$ cat src/rtl/hdlc_tx_pkg.sv
package hdlc_tx_pkg;

  localparam int unsigned OCTET = 8;

  localparam logic [OCTET-1:0] FLAG_OCTET  = 8'h7E;
  localparam logic [OCTET-1:0] ABORT_OCTET = 8'hFF;

  localparam logic [15:0] CRC_PRESET = 16'hFFFF;
  localparam logic [15:0] CRC_POLY_R = 16'h8408;

  typedef enum logic [2:0] {
    FR_IDLE,
    FR_DATA,
    FR_CRCL,
    FR_CRCH,
    FR_CLOSE
  } fr_state_t;

  // One byte through the reflected CRC-16, least significant bit first.
  function automatic logic [15:0] crc16_step(input logic [15:0] c,
                                             input logic [OCTET-1:0] d);
    logic [15:0] r;
    r = c;
    for (int i = 0; i < OCTET; i++) begin
      if (r[0] ^ d[i]) r = (r >> 1) ^ CRC_POLY_R;
      else             r = r >> 1;
    end
    return r;
  endfunction

endpackage

$ cat src/rtl/hdlc_tx_fifo.sv
module hdlc_tx_fifo #(
  parameter int unsigned W     = 9,
  parameter int unsigned DEPTH = 16
) (
  input  logic         clk,
  input  logic         rst_n,
  input  logic         wr_en,
  input  logic [W-1:0] wr_data,
  input  logic         rd_en,
  output logic [W-1:0] rd_data,
  output logic         full,
  output logic         empty
);

  localparam int unsigned AW = (DEPTH > 1) ? $clog2(DEPTH) : 1;
  localparam logic [AW:0] FULL_CNT = (AW+1)'(DEPTH);
  localparam bit POW2 = ((DEPTH & (DEPTH - 1)) == 0);

  logic [W-1:0]  mem [DEPTH];
  logic [AW-1:0] wptr, rptr, wptr_nx, rptr_nx;
  logic [AW:0]   cnt;
  logic          push, pop;

  assign push  = wr_en && !full;
  assign pop   = rd_en && !empty;
  assign full  = (cnt == FULL_CNT);
  assign empty = (cnt == '0);
  assign rd_data = mem[rptr];

  generate
    if (POW2) begin : g_wrap_p2
      assign wptr_nx = wptr + 1'b1;
      assign rptr_nx = rptr + 1'b1;
    end else begin : g_wrap_cmp
      assign wptr_nx = (wptr == AW'(DEPTH-1)) ? '0 : wptr + 1'b1;
      assign rptr_nx = (rptr == AW'(DEPTH-1)) ? '0 : rptr + 1'b1;
    end
  endgenerate

  always_ff @(posedge clk) begin
    if (push) mem[wptr] <= wr_data;
  end

  always_ff @(posedge clk) begin
    if (!rst_n) begin
      wptr <= '0;
      rptr <= '0;
      cnt  <= '0;
    end else begin
      if (push) wptr <= wptr_nx;
      if (pop)  rptr <= rptr_nx;
      case ({push, pop})
        2'b10:   cnt <= cnt + 1'b1;
        2'b01:   cnt <= cnt - 1'b1;
        default: cnt <= cnt;
      endcase
    end
  end

  // the two occupancy flags are never high together
  p_flags_excl_r7: assert property (@(posedge clk) disable iff (!rst_n)
    !(full && empty));

  // a write into a full queue with no pop leaves it full
  p_no_overflow_r8: assert property (@(posedge clk) disable iff (!rst_n)
    (full && wr_en && !rd_en) |=> full);

  // a write into an empty queue makes it non-empty
  p_fill_r7: assert property (@(posedge clk) disable iff (!rst_n)
    (empty && wr_en) |=> !empty);

endmodule

$ cat src/rtl/hdlc_tx_framer.sv
module hdlc_tx_framer
  import hdlc_tx_pkg::*;
(
  input  logic             clk,
  input  logic             rst_n,
  input  logic             take,
  input  logic [OCTET-1:0] head_data,
  input  logic             head_last,
  input  logic             q_empty,
  output logic [OCTET-1:0] nxt_byte,
  output logic             nxt_stuff,
  output logic             pop,
  output logic             urun_pulse
);

  fr_state_t   st;
  logic [15:0] crc;
  logic [15:0] fcs;

  assign fcs = ~crc;

  always_comb begin
    nxt_byte  = FLAG_OCTET;
    nxt_stuff = 1'b0;
    case (st)
      FR_DATA: begin
        if (!q_empty) begin
          nxt_byte  = head_data;
          nxt_stuff = 1'b1;
        end else begin
          nxt_byte  = ABORT_OCTET;
          nxt_stuff = 1'b0;
        end
      end
      FR_CRCL: begin
        nxt_byte  = fcs[7:0];
        nxt_stuff = 1'b1;
      end
      FR_CRCH: begin
        nxt_byte  = fcs[15:8];
        nxt_stuff = 1'b1;
      end
      default: begin
        nxt_byte  = FLAG_OCTET;
        nxt_stuff = 1'b0;
      end
    endcase
  end

  assign pop        = take && (st == FR_DATA) && !q_empty;
  assign urun_pulse = take && (st == FR_DATA) &&  q_empty;

  always_ff @(posedge clk) begin
    if (!rst_n) begin
      st  <= FR_IDLE;
      crc <= CRC_PRESET;
    end else if (take) begin
      case (st)
        FR_IDLE: begin
          crc <= CRC_PRESET;
          if (!q_empty) st <= FR_DATA;
        end
        FR_DATA: begin
          if (!q_empty) begin
            crc <= crc16_step(crc, head_data);
            if (head_last) st <= FR_CRCL;
          end else begin
            st <= FR_IDLE;
          end
        end
        FR_CRCL:  st <= FR_CRCH;
        FR_CRCH:  st <= FR_CLOSE;
        default:  st <= FR_IDLE;
      endcase
    end
  end

  // no frame starts from an empty queue
  p_start_r2: assert property (@(posedge clk) disable iff (!rst_n)
    (st == FR_IDLE && take && q_empty) |=> (st == FR_IDLE));

  // the low CRC byte is always followed by the high one
  p_crc_order_r4: assert property (@(posedge clk) disable iff (!rst_n)
    (st == FR_CRCL && take) |=> (st == FR_CRCH));

  // without a byte request the state holds
  p_state_hold_r10: assert property (@(posedge clk) disable iff (!rst_n)
    !take |=> $stable(st));

endmodule

$ cat src/rtl/hdlc_tx_bitser.sv
module hdlc_tx_bitser
  import hdlc_tx_pkg::*;
#(
  parameter int unsigned RUN = 5
) (
  input  logic             clk,
  input  logic             rst_n,
  input  logic             bit_en,
  input  logic [OCTET-1:0] nxt_byte,
  input  logic             nxt_stuff,
  output logic             take,
  output logic             tx_bit
);

  localparam int unsigned CW = $clog2(OCTET);
  localparam int unsigned OW = $clog2(RUN + 1);
  localparam logic [CW-1:0] LAST_IDX = CW'(OCTET - 1);
  localparam logic [OW-1:0] RUN_MAX  = OW'(RUN);

  logic [OCTET-2:0] sh;
  logic [CW-1:0]    left;
  logic [OW-1:0]    ones;
  logic             cur_stuff;
  logic             stuff_now;
  logic             load;
  logic             b_out;
  logic             b_stuffable;

  assign stuff_now   = (ones == RUN_MAX);
  assign load        = (left == '0);
  assign take        = bit_en && !stuff_now && load;
  assign b_out       = load ? nxt_byte[0] : sh[0];
  assign b_stuffable = load ? nxt_stuff   : cur_stuff;

  always_ff @(posedge clk) begin
    if (!rst_n) begin
      sh        <= '0;
      left      <= '0;
      ones      <= '0;
      cur_stuff <= 1'b0;
      tx_bit    <= 1'b1;
    end else if (bit_en) begin
      if (stuff_now) begin
        tx_bit <= 1'b0;
        ones   <= '0;
      end else begin
        tx_bit <= b_out;
        ones   <= (b_stuffable && b_out) ? ones + 1'b1 : '0;
        if (load) begin
          sh        <= nxt_byte[OCTET-1:1];
          left      <= LAST_IDX;
          cur_stuff <= nxt_stuff;
        end else begin
          sh   <= sh >> 1;
          left <= left - 1'b1;
        end
      end
    end
  end

  // a full run of stuffable ones is followed on the line by a zero
  p_stuff_r3: assert property (@(posedge clk) disable iff (!rst_n)
    (bit_en && ones == RUN_MAX) |=> (tx_bit == 1'b0));

  // the line output holds while the strobe is low
  p_hold_r10: assert property (@(posedge clk) disable iff (!rst_n)
    !bit_en |=> $stable(tx_bit));

endmodule

$ cat src/rtl/hdlc_tx_top.sv
module hdlc_tx_top
  import hdlc_tx_pkg::*;
#(
  parameter int unsigned DEPTH = 16,
  parameter int unsigned RUN   = 5
) (
  input  logic             clk,
  input  logic             rst_n,
  input  logic             bit_en,
  input  logic             wr_en,
  input  logic [OCTET-1:0] wr_data,
  input  logic             wr_last,
  input  logic             ev_rd,
  output logic             tx_bit,
  output logic             fifo_full,
  output logic             fifo_empty,
  output logic             underrun_evt
);

  localparam int unsigned EW = OCTET + 1;

  logic [EW-1:0]    head;
  logic             fifo_pop;
  logic             byte_take;
  logic             urun_pulse;
  logic [OCTET-1:0] nxt_byte;
  logic             nxt_stuff;

  hdlc_tx_fifo #(.W(EW), .DEPTH(DEPTH)) u_fifo (
    .clk     (clk),
    .rst_n   (rst_n),
    .wr_en   (wr_en),
    .wr_data ({wr_last, wr_data}),
    .rd_en   (fifo_pop),
    .rd_data (head),
    .full    (fifo_full),
    .empty   (fifo_empty)
  );

  hdlc_tx_framer u_framer (
    .clk        (clk),
    .rst_n      (rst_n),
    .take       (byte_take),
    .head_data  (head[OCTET-1:0]),
    .head_last  (head[OCTET]),
    .q_empty    (fifo_empty),
    .nxt_byte   (nxt_byte),
    .nxt_stuff  (nxt_stuff),
    .pop        (fifo_pop),
    .urun_pulse (urun_pulse)
  );

  hdlc_tx_bitser #(.RUN(RUN)) u_bitser (
    .clk       (clk),
    .rst_n     (rst_n),
    .bit_en    (bit_en),
    .nxt_byte  (nxt_byte),
    .nxt_stuff (nxt_stuff),
    .take      (byte_take),
    .tx_bit    (tx_bit)
  );

  // Sticky event: a new underrun takes priority over the read clear.
  always_ff @(posedge clk) begin
    if (!rst_n)          underrun_evt <= 1'b0;
    else if (urun_pulse) underrun_evt <= 1'b1;
    else if (ev_rd)      underrun_evt <= 1'b0;
  end

  // an abort is started only when the queue is dry
  p_urun_dry_r5: assert property (@(posedge clk) disable iff (!rst_n)
    urun_pulse |-> fifo_empty);

  // an underrun is seen on the event output next cycle
  p_evt_set_r6: assert property (@(posedge clk) disable iff (!rst_n)
    urun_pulse |=> underrun_evt);

  // a read with no fresh underrun clears the event
  p_evt_clr_r6: assert property (@(posedge clk) disable iff (!rst_n)
    (ev_rd && !urun_pulse) |=> !underrun_evt);

  // the event does not drop by itself
  p_evt_sticky_r6: assert property (@(posedge clk) disable iff (!rst_n)
    (underrun_evt && !ev_rd) |=> underrun_evt);

endmodule

$ cat config.mk
export PLATFORM = sky130hd
export DESIGN_NAME = hdlc_tx_top
export DESIGN_NICKNAME = d
export VERILOG_FILES = /design/src/rtl/hdlc_tx_pkg.sv /design/src/rtl/hdlc_tx_fifo.sv /design/src/rtl/hdlc_tx_framer.sv /design/src/rtl/hdlc_tx_bitser.sv /design/src/rtl/hdlc_tx_top.sv
export SDC_FILE = /design/constraint.sdc
export NUM_CORES = 1
export LEC_CHECK = 0
export ABC_AREA = 1
export BUFFER_PORTS_ARGS = -buffer_cell sky130_fd_sc_hd__buf_2
export CORE_AREA = 4 4 141 143
export CTS_BUF_LIST = sky130_fd_sc_hd__clkbuf_16
export DETAILED_ROUTE_END_ITERATION = 7
export DIE_AREA = 0 0 145 147
export GPL_ROUTABILITY_DRIVEN = 0
export PLACE_DENSITY_LB_ADDON = 0.2
export SYNTH_ARGS = -nofsm -noshare
export SYNTH_HDL_FRONTEND = slang
export SYNTH_SLANG_ARGS = --single-unit
$ cat constraint.sdc
create_clock -name clk -period 2.7 [get_ports clk]
set_input_delay 0.54 -clock clk [delete_from_list [all_inputs] [get_ports clk]]
set_output_delay 0.54 -clock clk [all_outputs]
set_load 0.05 [all_outputs]
* Word-level counts from Yosys, hierarchy flattened *
Memory sizes are Yosys's and may differ from the RTL's. A register that Yosys moved wholly into a read port is not among the register bits.
Index checks and enable logic that the tools add are counted.

cells by class
  $lt $le $gt $ge = 0
  bitwise logic cells = 18
  shift operators = 0
  equal/unequal tests = 10
  reductions and logical operators = 21
  divide/modulo/power cells = 0
  multipliers = 0
  add/subtract/negate cells = 6
  mux-type cells = 60

operators by type and width
  cell                                               number
  2-to-1 mux 16 bit                                  37
  one-hot mux 16 bit (2 select lines)                1
  inverter 2 -> 3 bit                                8
  one-hot mux 8 bit (3 select lines)                 1
  2-to-1 mux 3 bit                                   6
  inverter 16 bit                                    1
  one-hot mux 3 bit (4 select lines)                 1
  one-hot mux 5 bit (2 select lines)                 1
  adder 4 x 1 -> 4 bit (second input constant)       2
  logical AND 1 bit                                  8
  2-to-1 mux 1 bit                                   8
  2-to-1 mux 4 bit                                   2
  2-to-1 mux 8 bit                                   1
  bitwise XOR 1 bit                                  8
  2-to-1 mux 7 bit                                   1
  == test 3 x 2 -> 1 bit (second input constant)     2
  zero test 3 bit                                    2
  AND reduction 3 bit                                2
  nonzero test 2 bit                                 3
  adder 5 x 1 -> 5 bit (second input constant)       1
  == test 5 bit (second input constant)              1
  zero test 5 bit                                    1
  subtractor 5 x 1 -> 5 bit (second input constant)  1
  != test 2 bit (second input constant)              2
  12 further kinds                                   14

storage, ports and cells
  bits in writable memories = 144
  memories kept = 1
  logic and storage cells = 127
  register bits = 48
  memory bits (read-only) = 0
  input bits = 14
  latch bits = 0
  output and inout bits = 4

memory list
  memory      depth  bits a word  rd ports  clocked after memory_dff  write ports  RTL line            text
  u_fifo.mem  16     9            1         1                         1            hdlc_tx_fifo.sv:19  logic [W-1:0] mem [DEPTH];

* Longest topological paths before layout *
  word-level depth = 46
  depth in mapped cells = 21
  mapped depth without buffers = 20

* Hierarchy *
Synthesis repeated with hierarchy kept, for this count alone.

unflattened totals
  cell total of the unflattened synthesis = 837
  area, all modules = 8829.7 µm²

by module, submodules not included
  module          cells each  area each (µm²)  seq. area each (µm²)  instances
  hdlc_tx_fifo    520         6676.4           4664.5                1
  hdlc_tx_framer  215         1351.3           380.4                 1
  hdlc_tx_bitser  96          758.2            300.3                 1
  hdlc_tx_top     6           43.8             20.0                  1

* Worst setup path after synthesis *
Ideal clock, no wire load.

  kind = register to register
  start point = register u_fifo.cnt[0]
  end point = register u_fifo.cnt[4]
  stages on the path, launching flop included = 20
  data required time = 2579 ps
  data arrival time = 2731 ps
  setup slack = -152 ps
  period minus slack after synthesis = 2852 ps
  path through = dfxtp_1 -> nor2_1 -> nand3_1 -> nor2_2 -> inv_1 -> nand2_1 -> nor2_1 -> buf_2 -> ha_1 -> xor2_1 -> ha_1 -> a21o_1 -> nand2_1 -> nand2_1 -> a21oi_1 -> nand2_1 -> nand2_1 -> nor2_1 -> o21ai_0 -> a21oi_1

between the ends
  cells in the longest elaborated chain, start to end = 6
  elaborated cells between the ends (all ways) = 13
  those cells by class = add/sub (2); eq/ne (3); mux (1); reduce/logical (7)

RTL lines
  item                                                                             RTL line              text
  start, declared                                                                  hdlc_tx_fifo.sv:21    logic [AW:0] cnt;
  start signal, assigned                                                           hdlc_tx_fifo.sv:53    2'b10: cnt <= cnt + 1'b1;
  start signal, assigned                                                           hdlc_tx_fifo.sv:54    2'b01: cnt <= cnt - 1'b1;
  start signal, assigned                                                           hdlc_tx_fifo.sv:55    default: cnt <= cnt;
  zero test 5 bit (*)                                                              hdlc_tx_fifo.sv:27    assign empty = (cnt == '0);
  via fifo_empty                                                                   hdlc_tx_top.sv:16     output logic fifo_empty,
  zero test 1 bit (*)                                                              n/a
  logical AND 1 bit                                                                hdlc_tx_framer.sv:50  assign pop = take && (st == FR_DATA) && !q_empty;
  logical AND 1 bit (*)                                                            hdlc_tx_fifo.sv:25    assign pop = rd_en && !empty;
  == test 2 x 1 -> 1 bit / == test 2 bit (equally long branches)                   hdlc_tx_fifo.sv:52    case ({push, pop})
  one-hot mux 5 bit (2 select lines) / nonzero test 2 bit (equally long branches)  n/a

The timed path passes the listed nets; every way through them passes the cells marked *.
A chain may end at the register's enable or synchronous reset.

* Worst setup path after layout *
  start point = register u_fifo.cnt[0]
  end point = register u_fifo.cnt[4]

between the ends
  cells in the longest elaborated chain, start to end = 6
  elaborated cells between the ends (all ways) = 13
  those cells by class = add/sub (2); eq/ne (3); mux (1); reduce/logical (7)

RTL lines
  item                                                                             RTL line
  zero test 5 bit                                                                  hdlc_tx_fifo.sv:27
  zero test 1 bit                                                                  n/a
  logical AND 1 bit                                                                hdlc_tx_framer.sv:50
  logical AND 1 bit                                                                hdlc_tx_fifo.sv:25
  == test 2 x 1 -> 1 bit / == test 2 bit (equally long branches)                   hdlc_tx_fifo.sv:52
  one-hot mux 5 bit (2 select lines) / nonzero test 2 bit (equally long branches)  n/a

Parallel ways exist; a longest one is shown, timed or not.

==> summary.md <==
| Metric | Value |
|---|---|
| Diode count | `0` |
| Number of failing hold endpoints at the final stage | `0` |
| Top Family by Delay on Critical Path | `simple AND/OR/NAND/NOR gates` |
| Fill count | `1679` |
| Final setup fails | `0` |
| Global-route wire length before repair | `about 32000 um` |
| DRC viols | `0` |
| Area grow syn2layout | `12.2%` |
| Largest net degree at the start of global routing | `slightly above 80` |
| Maximum buffer depth of the clock tree | `2` |
| Clock-pin slew on the worst setup and hold paths | `0.07 ns` |
| Initial DRC Count | `about 500` |
| Fmax | `~0.40 GHz` |
| Num rows | `50` |
| Commonest non-fill, non-tap cell in the layout | `nand2_1` |
| Worst reg2reg path depth | `18` |
| Top post-synthesis cells by area | `edfxtp_1 (48%), dfxtp_1 (12%), nand2_1 (11%)` |
| DP Worst Slack | `~0.14 ns` |
| Most frequent CP cell | `nand2_1` |
| CP Class | `reg -> reg` |
| Num CTS Buffers | `17` |
| Synth Cell Area | `around 8900 um^2` |
| CTS H-tree lvls | `4` |
| IO buf count | `17` |
| DR vias | `around 6500` |
| Cells after Synth | `960` |
| Total Nets Final | `1027` |
| Synthesis Warnings | `0` |
| Worst hold start | `ev_rd` |
| Max-Cap Viols | `0` |
| Initial Util | `0.481` |
| Slew margin rel. | `0.668` |
| Non-Filler Instances | `between 1000 and 1500` |
| Max incr delay on CP | `0.36 ns` |
| Leak Pwr | `around 4.2 nW` |
| DRT antenna net count | `0` |
| WHS Endpoint | `underrun_evt` |
| Worst vdd ir | `just under 0.0005 V` |
| Worst-Margin Slew | `roughly 0.5 ns` |
| TritonCTS clock tree | `done` |
| Syn Area/Cell | `slightly above 9 um^2` |
| Met1 wire length | `just over 9000 um` |
| Wire length per cell | `roughly 16 um` |
| Share of the synthesized area in the top cell type | `0.484` |
| Crit path cell chain | `nor2_1, nand3_1, nor2_4, inv_1, nand2_1, nor2_2, ha_2, xor2_2, ha_1, a21o_1, nand2_1, nand2_1, a21oi_2, nand2_1, nand2_1, nor2_1, o21ai_0, a21oi_1` |
| Clk_lat worst skew | `around 0.43 ns` |
| Net Count, Synth | `roughly 990` |
| Core area | `approximately 19000 um^2` |
| Clock skew | `around 0.0086 ns` |
| Gr ovfl total | `0` |
| TritonCTS Sinks | `between 150 and 200` |
| Detailed Route WL | `approximately 20000 um` |
| Yosys top cell by area | `edfxtp_1` |
| Number of global-route vias before repair | `about 6200` |
| Drt pass-1 iters | `5` |
| HPWL after DPL | `13100 um` |
| Hold Crit Depth | `4` |
| Uppermost layer routed | `met4` |
| Sequential share of the synthesized area | `0.600` |
| Worst path bufs/invs | `1` |
| Initial antenna violation count | `0` |
| Slew Viols, Final | `0` |
| I/O Pins | `18` |
| Cell variety after synth | `38` |
| Layout cells sized above 1 | `0.125` |
| Final worst slack | `approximately 0.21 ns` |
| Met2 WL | `9230 um` |
| Root Driver | `clkbuf_16` |
| Worst R2R Start | `u_fifo.cnt[0]` |
| Overall routing resource usage | `0.190` |
| Met3 wire length | `roughly 800 um` |
| PwrDens | `655 nW/um^2` |
| Critical R2R Capture | `u_fifo.cnt[4]` |
| Die X | `approximately 150 um` |
| HP Class | `in -> reg` |
| CP endpoint kind | `flop` |
| Die ar. | `around 21000 um^2` |
| Levels on crit path | `18` |
| Worst path arrival time | `between 2 and 3 ns` |
| Slowest-stage cell, CP | `dfxtp_1` |
| Post-synthesis register bit count | `around 200` |
| Via-to-Cell Ratio | `5.22` |
| WP data required | `a little over 3 ns` |
| Final worst path period share | `0.923` |
| Startpoint types | `flop` |
| Status | `completed` |
| Commonest non-fill, non-tap cells in the layout | `nand2_1 (269), edfxtp_1 (144), nand3_1 (102)` |
| Final min period | `between 2 and 2.5 ns` |
| Reg2Reg Setup Slack | `roughly 0.21 ns` |
| Die Ht | `147 um` |
| Crit-path max FO | `5` |
| Placed insts | `about 1200` |
## where the power goes
part	internal (W)	switching [W]	leakage (nW)
Clock	0.00138	0.00113	0.293
Combinational	0.000228	0.000473	2.15
Sequential	0.00331	0.0000566	1.73
Total	0.00491	0.00166	4.17
## how the worst max path moves through the flow
stage | slack [ns] | from | end
detailed placement | 0.14 | bit_en | u_fifo.cnt[4]
CTS | 0.13 | u_bitser.left[0] | u_fifo.cnt[4]
finish | 0.21 | u_fifo.cnt[0] | u_fifo.cnt[4]
global route | -0.02 | u_bitser.left[0] | u_fifo.cnt[4]
floorplan | 0.002 | u_bitser.left[0] | u_fifo.cnt[4]
global placement | 0.20 | bit_en | u_fifo.cnt[4]
## cells by family (layout without fill, tap and decap cells)
group,Yosys count,after routing,synth area share
AND/OR/NAND/NOR,492,492,0.234
flip-flops,196,196,0.600
buffers and inverters,138,190,0.0681
AO/OA/AOI/OAI,116,116,0.0747
adder cells (fa/ha/maj),13,13,0.0182
XOR/XNOR,5,5,0.00490
## state kept, by name (all words and copies together), names as in the netlist, named ones only
register and cells:
u_bitser.sh 7, u_fifo.rptr 4, u_bitser.left 3, u_bitser.cur_stuff 1, u_framer.crc 16, u_fifo.wptr 4
u_fifo.cnt 5, u_framer.st 3, u_bitser.ones 3, u_bitser.tx_bit 1, u_fifo.mem 144, underrun_evt 1
## synthesized netlist by cell type, drive strengths merged
| master | number |
|---|---|
| nand2 | 280 |
| edfxtp | 144 |
| nand3 | 111 |
| inv | 100 |
| nor2 | 90 |
| dfxtp | 52 |
| o21ai | 45 |
| a21oi | 37 |
| buf | 30 |
| o211ai | 14 |
| ha | 13 |
| clkbuf | 6 |
| o22ai | 6 |
| nor3 | 5 |
| xor2 | 5 |
| o2111ai | 4 |
| o21a | 3 |
| or2 | 3 |
| a211oi | 2 |
| clkinv | 2 |
| nand4 | 2 |
| o221ai | 2 |
| a21o | 1 |
| a22oi | 1 |
| a31oi | 1 |
| nand3b | 1 |
## per-stage QoR
stage               setup TNS (ns)  hold slack, ns  cell area, um^2  power (W)   util
floorplan                        0           0.436             8960    0.00390      -
global placement                 0           0.445             9410    0.00411  0.506
detailed placement               0           0.455             9410    0.00412  0.506
CTS                              0           0.347             9990    0.00661  0.538
global route               -0.0155           0.385            10000    0.00685  0.540
finish                           0           0.362            10000    0.00658  0.540
## routing by layer
layer,vias up,track usage
li1,3274,-
met1,3066,0.271
met2,135,0.302
met3,28,0.0268
met4,0,0.0656
met5,-,0
## cell type report
class | count | area, um^2 | area share
Clock inverter | 14 | 154 | 0.0153
Inverter | 102 | 385 | 0.0384
Tap cell | 234 | 293 | 0.0292
Multi-Input combinational cell | 626 | 3000 | 0.299
Timing Repair Buffer | 57 | 410 | 0.0409
Sequential cell | 196 | 5370 | 0.535
Clock buffer | 17 | 425 | 0.0424
## worst register-to-register path, cell delays in order, from the launching register on
cell and delay, ns:
dfxtp_1 0.36, nor2_1 0.12, nand3_1 0.14, nor2_4 0.16
inv_1 0.05, nand2_1 0.10, nor2_2 0.06, ha_2 0.22
xor2_2 0.16, ha_1 0.19, a21o_1 0.18, nand2_1 0.07
nand2_1 0.07, a21oi_2 0.15, nand2_1 0.06, nand2_1 0.05
nor2_1 0.04, o21ai_0 0.14, a21oi_1 0.06
## repair_timing
item,CTS,global route
setup buffers,0,4
gates resized for setup,0,6
endpoints found under the setup margin,0,1
hold buffers,0,0
(Power assumes the default switching activity.)
